[config.mk]
export PLATFORM = sky130hd
export DESIGN_NAME = updn_cmp_timer
export DESIGN_NICKNAME = d
export VERILOG_FILES = /design/src/rtl/updn_timer_pkg.sv /design/src/rtl/clr_edge_sync.sv /design/src/rtl/updn_timer_ctrl.sv /design/src/rtl/updn_timer_datapath.sv /design/src/rtl/updn_cmp_timer.sv
export SDC_FILE = /design/constraint.sdc
export NUM_CORES = 1
export LEC_CHECK = 0
export BUFFER_PORTS_ARGS = -buffer_cell sky130_fd_sc_hd__buf_2
export CAP_MARGIN = 20
export CORE_MARGIN = 3
export CORE_UTILIZATION = 55
export CTS_CLUSTER_SIZE = 14
export DETAILED_ROUTE_END_ITERATION = 8
export PLACE_DENSITY = 0.84
export RECOVER_POWER = 25
export SETUP_SLACK_MARGIN = 0.2
export SLEW_MARGIN = 40
export SYNTH_ARGS = -nofsm -noshare
export SYNTH_HDL_FRONTEND = slang
export SYNTH_SLANG_ARGS = --single-unit
export TNS_END_PERCENT = 50
[constraint.sdc]
create_clock -name clk -period 9.1 [get_ports clk]
set_clock_uncertainty 0.2 [all_clocks]
set_input_delay 1.365 -clock clk [delete_from_list [all_inputs] [get_ports clk]]
set_output_delay 1.365 -clock clk [all_outputs]
set_load 0.02 [all_outputs]
[src/rtl/updn_timer_pkg.sv]
package updn_timer_pkg;

  // Clear-source encodings for personality A
  localparam logic [1:0] CLR_EXT   = 2'b00;
  localparam logic [1:0] CLR_MATCH = 2'b01;
  localparam logic [1:0] CLR_BOTH  = 2'b10;
  localparam logic [1:0] CLR_NONE  = 2'b11;

  // Action strobes sent from control to datapath
  typedef struct packed {
    logic doClear;
    logic doReload;
    logic doInc;
    logic doDec;
    logic pulse0;
    logic pulse1;
  } ctlStrobes_t;

endpackage

[src/rtl/clr_edge_sync.sv]
module clr_edge_sync #(
  parameter int STAGES = 2
) (
  input  logic clk,
  input  logic rstN,
  input  logic asyncIn,
  output logic risePulse
);

  logic [STAGES-1:0] shreg;
  logic              lastQ;

  generate
    if (STAGES == 1) begin : g_single
      always_ff @(posedge clk or negedge rstN) begin
        if (!rstN) shreg <= '0;
        else       shreg <= asyncIn;
      end
    end else begin : g_chain
      always_ff @(posedge clk or negedge rstN) begin
        if (!rstN) shreg <= '0;
        else       shreg <= {shreg[STAGES-2:0], asyncIn};
      end
    end
  endgenerate

  always_ff @(posedge clk or negedge rstN) begin
    if (!rstN) lastQ <= 1'b0;
    else       lastQ <= shreg[STAGES-1];
  end

  assign risePulse = shreg[STAGES-1] & ~lastQ;

  // the detected edge lasts one cycle only
  a_r6_edge_single: assert property (@(posedge clk) disable iff (!rstN)
    risePulse |=> !risePulse);

endmodule

[src/rtl/updn_timer_ctrl.sv]
module updn_timer_ctrl
  import updn_timer_pkg::*;
#(
  parameter int W = 16
) (
  input  logic         clk,
  input  logic         rstN,
  input  logic         cntStrobe,
  input  logic         cntUp,
  input  logic         modeSel,
  input  logic [1:0]   clrSel,
  input  logic         clrPulse,
  input  logic [W-1:0] count,
  input  logic [W-1:0] cmp0,
  input  logic [W-1:0] cmp1,
  output ctlStrobes_t  ctl
);

  logic match0, match1, atZero;
  logic extHit, cmpHit;

  assign match0 = (count == cmp0);
  assign match1 = (count == cmp1);
  assign atZero = (count == '0);

  // Personality A clear qualifiers
  assign extHit = clrPulse && ((clrSel == CLR_EXT) || (clrSel == CLR_BOTH));
  assign cmpHit = cntStrobe && cntUp && match0 &&
                  ((clrSel == CLR_MATCH) || (clrSel == CLR_BOTH));

  always_comb begin
    ctl = '0;
    if (!modeSel) begin
      if (extHit || cmpHit) begin
        ctl.doClear = 1'b1;
      end else if (cntStrobe) begin
        if (cntUp)       ctl.doInc    = 1'b1;
        else if (atZero) ctl.doReload = 1'b1;
        else             ctl.doDec    = 1'b1;
      end
    end else if (cntStrobe) begin
      if (cntUp && match0) begin
        ctl.doClear = 1'b1;
        ctl.pulse0  = 1'b1;
      end else if (!cntUp && match1) begin
        ctl.doClear = 1'b1;
        ctl.pulse1  = 1'b1;
      end else if (cntUp) begin
        ctl.doInc = 1'b1;
      end else begin
        ctl.doDec = 1'b1;
      end
    end
  end

  // at most one counter action per cycle
  a_r3_one_action: assert property (@(posedge clk) disable iff (!rstN)
    $onehot0({ctl.doClear, ctl.doReload, ctl.doInc, ctl.doDec}));

  // reload only on a personality-A down step from zero
  a_r5_reload_at_zero: assert property (@(posedge clk) disable iff (!rstN)
    ctl.doReload |-> (!modeSel && !cntUp && cntStrobe && count == '0));

  // no interrupt requests in personality A
  a_r13_quiet_mode_a: assert property (@(posedge clk) disable iff (!rstN)
    !modeSel |-> !(ctl.pulse0 || ctl.pulse1));

endmodule

[src/rtl/updn_timer_datapath.sv]
module updn_timer_datapath
  import updn_timer_pkg::*;
#(
  parameter int W = 16
) (
  input  logic         clk,
  input  logic         rstN,
  input  ctlStrobes_t  ctl,
  input  logic [W-1:0] cmp0,
  output logic [W-1:0] count,
  output logic         irq0,
  output logic         irq1
);

  logic [W-1:0] countNext;
  logic         anyAction;

  assign anyAction = ctl.doClear | ctl.doReload | ctl.doInc | ctl.doDec;

  always_comb begin
    countNext = count;
    if (ctl.doClear)       countNext = '0;
    else if (ctl.doReload) countNext = cmp0;
    else if (ctl.doInc)    countNext = count + 1'b1;
    else if (ctl.doDec)    countNext = count - 1'b1;
  end

  always_ff @(posedge clk or negedge rstN) begin
    if (!rstN) begin
      count <= '0;
      irq0  <= 1'b0;
      irq1  <= 1'b0;
    end else begin
      count <= countNext;
      irq0  <= ctl.pulse0;
      irq1  <= ctl.pulse1;
    end
  end

  // compare-0 interrupt lasts a single clock
  a_r8_irq0_single: assert property (@(posedge clk) disable iff (!rstN)
    irq0 |=> !irq0);

  // compare-1 interrupt lasts a single clock
  a_r10_irq1_single: assert property (@(posedge clk) disable iff (!rstN)
    irq1 |=> !irq1);

  // an interrupt always coincides with a zeroed count
  a_r8_irq_zero: assert property (@(posedge clk) disable iff (!rstN)
    (irq0 || irq1) |-> (count == '0));

  // no action, no change
  a_r3_hold: assert property (@(posedge clk) disable iff (!rstN)
    !anyAction |=> $stable(count));

endmodule

[src/rtl/updn_cmp_timer.sv]
module updn_cmp_timer
  import updn_timer_pkg::*;
#(
  parameter int W          = 16,
  parameter int SYNC_STAGES = 2
) (
  input  logic         clk,
  input  logic         rstN,
  input  logic         cntStrobe,
  input  logic         cntUp,
  input  logic         modeSel,
  input  logic [1:0]   clrSel,
  input  logic         extClr,
  input  logic [W-1:0] cmp0,
  input  logic [W-1:0] cmp1,
  output logic [W-1:0] count,
  output logic         irq0,
  output logic         irq1
);

  logic        clrPulse;
  ctlStrobes_t ctl;

  clr_edge_sync #(.STAGES(SYNC_STAGES)) u_sync (
    .clk      (clk),
    .rstN     (rstN),
    .asyncIn  (extClr),
    .risePulse(clrPulse)
  );

  updn_timer_ctrl #(.W(W)) u_ctrl (
    .clk      (clk),
    .rstN     (rstN),
    .cntStrobe(cntStrobe),
    .cntUp    (cntUp),
    .modeSel  (modeSel),
    .clrSel   (clrSel),
    .clrPulse (clrPulse),
    .count    (count),
    .cmp0     (cmp0),
    .cmp1     (cmp1),
    .ctl      (ctl)
  );

  updn_timer_datapath #(.W(W)) u_dp (
    .clk  (clk),
    .rstN (rstN),
    .ctl  (ctl),
    .cmp0 (cmp0),
    .count(count),
    .irq0 (irq0),
    .irq1 (irq1)
  );

endmodule

* Word level (Yosys, flattened, before mapping)
Cells that the tools add are included.
** Word-level totals
- Memories :: 0
- Flip-flop bits (word level) :: 21
- Bits of input ports :: 40
- Output and inout bits :: 18
- Memory bits (read-only) :: 0
- Bits in writable memories :: 0
- Bits in latches :: 0
- Word-level logic and storage cells :: 51
** Cells by class
- Reduce and logical (&&, ||, !) cells :: 13
- Bitwise gates (word level) :: 2
- $lt $le $gt $ge :: 0
- Shift operators :: 0
- Add/sub/neg operators :: 2
- Div/mod/pow operators :: 0
- Multiplexer cells :: 25
- Equality and inequality tests :: 4
- Multiply operators :: 0
** Operators by type and width (number)
- 16-bit 2-to-1 mux :: 4
- 16-bit == test :: 2
- 16-bit by 1-bit adder with 16-bit output, second input constant :: 1
- 16-bit zero test :: 1
- 16-bit by 1-bit subtractor with 16-bit output, second input constant :: 1
- 1-bit 2-to-1 mux :: 14
- 2-bit 2-to-1 mux :: 4
- 1-bit logical AND :: 6
- 3-bit 2-to-1 mux :: 2
- 4-bit 2-to-1 mux :: 1
- 4-bit nonzero test :: 1
- 1-bit logical OR :: 3
- 2-bit by 1-bit == test with 1-bit output, second input constant :: 1
- 2-bit == test, second input constant :: 1
- 2-bit zero test :: 1
- 1-bit bitwise AND :: 1
- 1-bit zero test :: 1
- 1-bit inverter :: 1

* Longest topological paths before layout
Gate-level depths: netlist of the first run.
- Depth in word-level cells :: 10
- Depth in mapped cells :: 16
- Depth with buffers taken out :: 16

* Cells and area by module
From an unflattened synthesis of the first run, not the netlist that was laid out.
** Unflattened totals
- Cells, all modules :: 243
- Area total of the unflattened synthesis :: 2070.7 µm²
** Modules (own cells, without submodules)
- updn_timer_datapath :: cells each 172, area an instance 1491.4 µm², times used 1, sequential area each 450.4 µm²
- updn_timer_ctrl :: cells each 67, area an instance 490.5 µm², times used 1, sequential area each 0.0 µm²
- clr_edge_sync :: cells each 4, area an instance 88.8 µm², times used 1, sequential area each 75.1 µm²

* Worst setup path before layout of the first run
Ideal clock, no wire load.
- Path type :: input to register
- Start :: input clrSel[0]
- End :: register u_dp.count[15]
- Setup slack :: 4312 ps
- Path buffers :: 0
- Data arrival time :: 4468 ps
- Stages on the path :: 16
- Cell sequence :: inv_1 > ha_1 > nor2_1 > or4b_2 > nand2_1 > a21oi_2 > inv_1 > ha_1 > a211oi_2 > o21ai_1 > a2111o_1 > a41oi_2 > o21ai_0 > xnor2_1 > mux2i_1 > o21ai_2
** On the way
- Cells in the longest elaborated chain, start to end :: 9
** Ends and longest elaborated chain
- from (decl) :: RTL line updn_cmp_timer.sv:12 : input logic [1:0] clrSel,
- 2-bit == test (tied with other cells) :: RTL line updn_timer_ctrl.sv:27, updn_timer_ctrl.sv:29
- 1-bit logical OR (on tied branches) :: RTL line updn_timer_ctrl.sv:27, updn_timer_ctrl.sv:29
- 1-bit logical AND (on tied branches) :: RTL line updn_timer_ctrl.sv:27, updn_timer_ctrl.sv:28
- 1-bit logical OR * :: RTL line updn_timer_ctrl.sv:34 : if (extHit || cmpHit) begin
- 3-bit 2-to-1 mux :: RTL line updn_timer_ctrl.sv:34
- 2-bit 2-to-1 mux :: RTL line updn_timer_ctrl.sv:33 : if (!modeSel) begin
- 16-bit 2-to-1 mux :: RTL line updn_timer_datapath.sv:24 : else if (ctl.doInc) countNext = count + 1'b1;
- 16-bit 2-to-1 mux :: RTL line updn_timer_datapath.sv:23 : else if (ctl.doReload) countNext = cmp0;
- 16-bit 2-to-1 mux :: RTL line updn_timer_datapath.sv:22 : if (ctl.doClear) countNext = '0;
- to (signal assigned) :: RTL line updn_timer_datapath.sv:34 : count <= countNext;
- to (decl) :: RTL line updn_timer_datapath.sv:10 : output logic [W-1:0] count,
Mark *: on every way between the ends. The rest lies on a longest branch, timed or not.
A chain may end at the register's enable or synchronous reset.

* Final worst setup path of the first run
- Start :: input clrSel[0]
- End :: register u_dp.count[13]
The elaborated chain is that of the path after synthesis.

==> run_results.csv, run 1 <==
group,metric,value,unit
hold_path,hp-class,"flip-flop to flip-flop",
placed_design,gp_congestion,0.888,
clock_network,cts-buffers-inserted,3,
final_layout,multi_input_area,1420,µm²
global_route,overflow,0,
synth,synth_cells,234,
die,start_util,0.587,
sta,final_hold_viol_count,0,
sta,setup_viol,0,
setup_path,path_buf_inv,3,
placed_design,portBuffers,57,
pwr,clkPwrFrac,0.083,
clock_network,postCtsSetupBuffers,0,
final_layout,antennaDiodeCount,0,
sta,rsz0062_at_grt,"no",
clock_network,ctsResizeCount,0,
setup_path,worstSetupEndpointType,"flip-flop",
global_route,grt_util_all_layers,0.257,
pwr,totalPowerFinal,775,µW
global_route,grt_max_degree,29,
clock_network,clkLatencyLatePin,0.27,ns
clock_network,clockBufferDepth,2,
final_layout,final_nets,347,
synth,syn_nets,291,
synth,ys_async_sr_fraction,1.00,
synth,synth_area,2020,µm²
setup_path,arrival,4.99,ns
synth,ys_seq_elements,21,
setup_path,required,9.05,ns
pwr,p_leak,1.03,nW
clock_network,cts_hold_buf,0,
clock_network,cts.htree.levels,1,
setup_path,crit_family,"compound AO/OA/AOI/OAI gates",
sta,worstMarginPinSlew,1.24,ns
pwr,power.density,327,nW/µm²
sta,fin_crit,5.04,ns
sta,slew_viol_final,0,
setup_path,start_kind,"input pin",
synth,synth_common_cells,"xnor2_1 (35), dfrtp_1 (21), nand2_1 (21), nor2_1 (19), o21ai_0 (19)",
final_layout,drive_gt1_frac,0.246,
sta,finalSetupTns,0,ns
route,wl_per_cell,16.1,µm
synth,synth_edf_count,0,
die,die_height,66.6,µm
route,drc,0,
setup_path,slowest_stage,"or4b_2",
synth,ys.warnings.count,0,
placed_design,dp_hpwl,4.13,mm
placed_design,dp_cells,331,
die,dieArea,4430,µm²
global_route,grt_pass1_vias,1938,
route,drtIter0Drc,161,
setup_path,path_cells,"buf_2 -> inv_1 -> ha_1 -> nor2_1 -> or4b_2 -> nand2_1 -> a21oi_2 -> inv_1 -> ha_1 -> a21oi_1 -> o21ai_0 -> a2111o_1 -> a41oi_2 -> xor2_1 -> nor3_1 -> a221o_1",
synth,synth_most_common_cell,"xnor2_1",
synth,synth_cell_types,51,
sta,clock.fmax,0.198,GHz
die,fp.coreArea,3440,µm²
die,dieWidth,66.6,µm
final_layout,nFillCells,292,
synth,syn_avg_cell_area,8.63,µm²
pwr,combPwrFrac,0.662,
pwr,seq_power_share,0.255,
die,ios,58,
setup_path,critPathMaxStageDelay,0.66,ns
global_route,antenna_found_initial,0,
synth,yosysSeqAreaShare,0.260,
global_route,grt_first_pass_wirelength,8.73,mm
setup_path,worst-path-max-fanout,14,
route,firstDrtPassIters,5,
synth,synth_ff_type,"dfrtp_1",
synth,synth_top_area_share,0.260,
sta,fin_crit_sh,0.554,
clock_network,clkTransAtPathRegs,0.07,ns
setup_path,worstSetupPathType,"input pin to flip-flop",
clock_network,cts_tree,"built",
final_layout,regArea,526,µm²
clock_network,clkSinkCount,21,
route,vias,1982,
route,wirelength,5.39,mm
synth,synth_top_area_cell,"dfrtp_1",
route,vias_per_cell,5.92,
final_layout,areaGrowthSynthToFinish,17.2,%
job,drv_cap,0,
pwr,switching_share,0.501,
pwr,p_int,387,µW
pwr,p_sw,389,µW
final_layout,stdcell_count,335,
die,floorplan.rows,21,
synth,synth.area.top_cells,"dfrtp_1 (26%), xnor2_1 (15%), ha_1 (9.9%)",
sta,relSlewSlack,0.176,
pwr,ir_worst_vdd,0.177,mV
clock_network,cts_root_buf,"clkbuf_8",
status,status,"complete, no violations",
route,antenna_left,0,
-- through the flow --
step           setup WS, ns  instance area [µm²]  hold slack [ns]   util
3_5_place_dp           3.84                 2320            0.144  0.675
3_3_place_gp           3.98                 2320            0.135  0.675
2_1_floorplan          4.31                 2020            0.131      -
5_1_grt                3.78                 2370            0.172  0.688
4_1_cts                4.12                 2370            0.162  0.688
6_report               4.06                 2370            0.158  0.688
-- cells in the final DEF, fill, tap and decap left out, types with 5 or more instances in the layout --
cell type / n
nand4_1: 8
dfrtp_1: 21
nand2_1: 21
a21oi_1: 16
inv_1: 7
o21ai_0: 19
xor2_1: 9
nor4_1: 5
buf_2: 56
ha_1: 16
nor2_1: 19
xnor2_1: 35
-- worst paths after layout --
path	start	endpoint	slack (ns)	cells past startpoint
max in group asynchronous	rstN	u_dp.count[11]$_DFFE_PN0P_	6.83	1
worst min register to register	u_sync.shreg[0]$_DFF_PN0_	u_sync.shreg[1]$_DFF_PN0_	0.16	0
worst max-delay path	clrSel[0]	u_dp.count[13]$_DFFE_PN0P_	4.06	16
min in group asynchronous	rstN	u_dp.count[0]$_DFFE_PN0P_	1.13	1
worst min-delay path	u_sync.shreg[0]$_DFF_PN0_	u_sync.shreg[1]$_DFF_PN0_	0.16	0
worst max register to register	u_dp.count[0]$_DFFE_PN0P_	u_dp.count[13]$_DFFE_PN0P_	4.74	13
-- sequential cells by signal, summed over array words and instances, names as in the netlist --
| register | cells |
|---|---|
| u_sync.lastQ | 1 |
| u_dp.count | 16 |
| u_sync.shreg | 2 |
| u_dp.irq0 | 1 |
| u_dp.irq1 | 1 |
-- layout make-up --
cell class / instances / share of cell area
clock buffer: 4 / 0.0190
inverter: 7 / 0.0111
multi-input combinational: 199 / 0.600
sequential: 21 / 0.222
tap: 46 / 0.0243
timing repair buffer: 58 / 0.123
-- metal layers --
| metal | vias to the layer above | wire length (µm) | track usage |
|---|---|---|---|
| met5 | - | 0 | 0 |
| met4 | 0 | 151 | 0.114 |
| met3 | 15 | 370 | 0.0304 |
| met2 | 88 | 2600 | 0.425 |
| met1 | 928 | 2260 | 0.334 |
| li1 | 951 | - | - |
-- worst register-to-register path, cell delays in order, from the launching register on --
cell      delay (ns)
dfrtp_1         0.51
xnor2_1         0.28
nand4_1         0.14
nor4_2          0.50
a21oi_2         0.20
inv_1           0.43
ha_1            0.37
a21oi_1         0.24
o21ai_0         0.18
a2111o_1        0.45
a41oi_2         0.23
xor2_1          0.18
nor3_1          0.06
a221o_1         0.27
-- power by group through the flow --
stage                     logic [mW]  clock network (mW)  registers (mW)
after global routing           0.571              0.0695           0.205
final                          0.513              0.0646           0.198
after global placement         0.492                   0           0.198
after CTS                      0.509              0.0661           0.197
after detailed placement       0.503                   0           0.198
after floorplan                0.357                   0           0.217
-- cells by family (layout without fill, tap and decap cells) --
family                   Yosys count  after routing  share of synthesized area
AO/OA/AOI/OAI                     58             58                      0.192
adder cells (fa/ha/maj)           17             17                      0.109
flip-flops                        21             21                      0.260
multiplexers                       4              4                     0.0198
AND/OR/NAND/NOR                   76             76                      0.191
buffers and inverters             14             69                     0.0366
XOR/XNOR                          44             44                      0.191
Note: power is estimated with default switching activity, not from simulation.
==> run 2: changes to the inputs <==
--- a/config.mk
+++ b/config.mk
@@ -8,10 +8,10 @@
 export BUFFER_PORTS_ARGS = -buffer_cell sky130_fd_sc_hd__buf_2
 export CAP_MARGIN = 20
 export CORE_MARGIN = 3
-export CORE_UTILIZATION = 55
+export CORE_UTILIZATION = 53
 export CTS_CLUSTER_SIZE = 14
 export DETAILED_ROUTE_END_ITERATION = 8
-export PLACE_DENSITY = 0.84
+export PLACE_DENSITY = 0.81
 export RECOVER_POWER = 25
 export SETUP_SLACK_MARGIN = 0.2
 export SLEW_MARGIN = 40
==> constraint.sdc (replaced) <==
create_clock -name clk -period 4.7 [get_ports clk]
set_clock_uncertainty 0.2 [all_clocks]
set_input_delay 0.705 -clock clk [delete_from_list [all_inputs] [get_ports clk]]
set_output_delay 0.705 -clock clk [all_outputs]
set_load 0.02 [all_outputs]
==> run 2 against run 1 <==
Compared with the run above:
- die area increased by 3.4%
- sequential cell count stayed put
- register-to-register slack got worse by 4.1 ns
- clock power grew 93%
- critical path type unchanged
- hold slack better by 0.0018 ns
- total power grew 94%
- design area increased by 0.69%
- first-iteration DRC count shrank 12%
- via count fell by 1.3%
- sequential power increased by 93%
- largest cell class unchanged
==> run_results.csv, run 2 (same netlist as run 1, synthesis figures left out) <==
group,metric,value,unit
status,status,"complete, no violations",
placed_design,gp_congestion,0.908,
setup_path,worstSetupEndpointType,"flip-flop",
pwr,power.density,631,nW/µm²
setup_path,worstSetupPathType,"input pin to flip-flop",
final_layout,areaGrowthSynthToFinish,18.0,%
placed_design,dp_cells,333,
global_route,overflow,0,
final_layout,largest_register_ffs,16,
final_layout,antennaDiodeCount,0,
final_layout,drive_gt1_frac,0.254,
route,wirelength,5.45,mm
final_layout,stdcell_count,337,
final_layout,postLayoutCoreUtil,0.682,
route,drtIter0Drc,142,
global_route,grt_util_all_layers,0.255,
pwr,p_leak,1.04,nW
setup_path,start_kind,"input pin",
die,ios,58,
setup_path,worst-path-max-fanout,9,
route,antenna_left,0,
sta,relSlewSlack,0.222,
clock_network,cts_tree,"built",
final_layout,multi_input_area,1420,µm²
pwr,ir_worst_vdd,0.347,mV
sta,slew_viol_final,0,
final_layout,final_cell_mix,"buf_2 (56), xnor2_1 (35), nand2_1 (21), dfrtp_1 (21)",
sta,clock.fmax,0.240,GHz
global_route,grt_pass1_vias,1895,
die,die_height,67.7,µm
placed_design,portBuffers,57,
sta,rsz0062_at_grt,"no",
die,dieArea,4590,µm²
final_layout,nFillCells,317,
final_layout,final_nets,349,
die,start_util,0.578,
final_layout,largest-register,"u_dp.count",
global_route,antenna_found_initial,0,
setup_path,required,4.65,ns
clock_network,clkSinkCount,21,
final_layout,regArea,526,µm²
clock_network,clkTransAtPathRegs,0.08,ns
sta,setup_viol,0,
sta,fin_hold_ws,0.160,ns
sta,fin_crit,4.17,ns
clock_network,clockBufferDepth,2,
global_route,grt_max_degree,29,
route,drc,0,
setup_path,reg2reg_slack,0.60,ns
die,dieWidth,67.7,µm
route,wl_per_cell,16.2,µm
hold_path,hp-class,"flip-flop to flip-flop",
clock_network,cts.htree.levels,1,
global_route,grt_first_pass_wirelength,8.78,mm
sta,fin_crit_sh,0.888,
clock_network,cts_root_buf,"clkbuf_8",
clock_network,cts-buffers-inserted,3,
clock_network,postCtsSetupBuffers,0,
die,fp.coreArea,3490,µm²
route,vias_per_cell,5.80,
clock_network,cts_hold_buf,0,
setup_path,arrival,4.12,ns
job,drv_cap,0,
clock_network,clkLatencyLatePin,0.27,ns
sta,final_hold_viol_count,0,
placed_design,dp_hpwl,4.26,mm
route,vias,1956,
final_layout,largestRegisters,"u_dp.count (16), u_sync.shreg (2)",
clock_network,ctsResizeCount,0,
route,firstDrtPassIters,5,
die,floorplan.rows,21,
sta,worstMarginPinSlew,1.17,ns
final_layout,layout_commonest_cell,"buf_2",
sta,finalSetupTns,0,ns
==> run 2: through the flow <==
| stage | instance area, µm² | worst slack, ns | power [mW] |
|---|---|---|---|
| 6_report | 2380 | 0.527 | 1.51 |
| 2_1_floorplan | 2020 | 0.572 | 1.11 |
| 3_5_place_dp | 2340 | 0.257 | 1.36 |
| 3_3_place_gp | 2340 | 0.399 | 1.34 |
| 5_1_grt | 2380 | 0.213 | 1.65 |
| 4_1_cts | 2380 | 0.544 | 1.50 |
==> run 2: path summary, 6_finish.rpt <==
kind,from,endpoint,cells after the start
max in group asynchronous,rstN,u_dp.count[14]$_DFFE_PN0P_,1
setup / recovery,clrSel[0],u_dp.count[15]$_DFFE_PN0P_,17
hold reg to reg,u_sync.shreg[0]$_DFF_PN0_,u_sync.shreg[1]$_DFF_PN0_,0
hold / removal,u_sync.shreg[0]$_DFF_PN0_,u_sync.shreg[1]$_DFF_PN0_,0
min in group asynchronous,rstN,u_dp.count[0]$_DFFE_PN0P_,1
setup reg to reg,u_dp.count[9]$_DFFE_PN0P_,u_dp.count[15]$_DFFE_PN0P_,14
==> run 2: report_power, final <==
| group | switching (mW) | total, mW | leakage (nW) | internal (mW) |
|---|---|---|---|---|
| logic | 0.553 | 0.998 | 0.752 | 0.444 |
| registers | 0.138 | 0.383 | 0.262 | 0.245 |
| clock network | 0.0656 | 0.125 | 0.0255 | 0.0593 |
==> run 2: critical path, stage by stage <==
cell,delay (ns)
buf_2,0.09
inv_1,0.07
ha_1,0.15
nor2_1,0.05
or4b_2,0.67
nand2_1,0.11
a21oi_2,0.08
inv_1,0.30
ha_1,0.32
a211oi_2,0.28
o21ai_1,0.12
a2111o_1,0.45
a41oi_2,0.22
o21ai_0,0.14
xnor2_1,0.14
mux2i_1,0.17
o21ai_2,0.06
==> run 2: area by class of cell <==
cell class / count / share of cell area
clock buffer: 3 / 0.0173
timing repair buffer: 60 / 0.129
inverter: 7 / 0.0110
sequential: 21 / 0.220
tap: 46 / 0.0241
multi-input combinational: 199 / 0.596
clock inverter: 1 / 0.00210
==> run 2: per-layer routing <==
layer	vias to the layer above	track usage	wire length (µm)
li1	953	-	-
met1	918	0.329	2240
met2	73	0.420	2630
met3	12	0.0532	423
met4	0	0.0861	144
met5	-	0	0
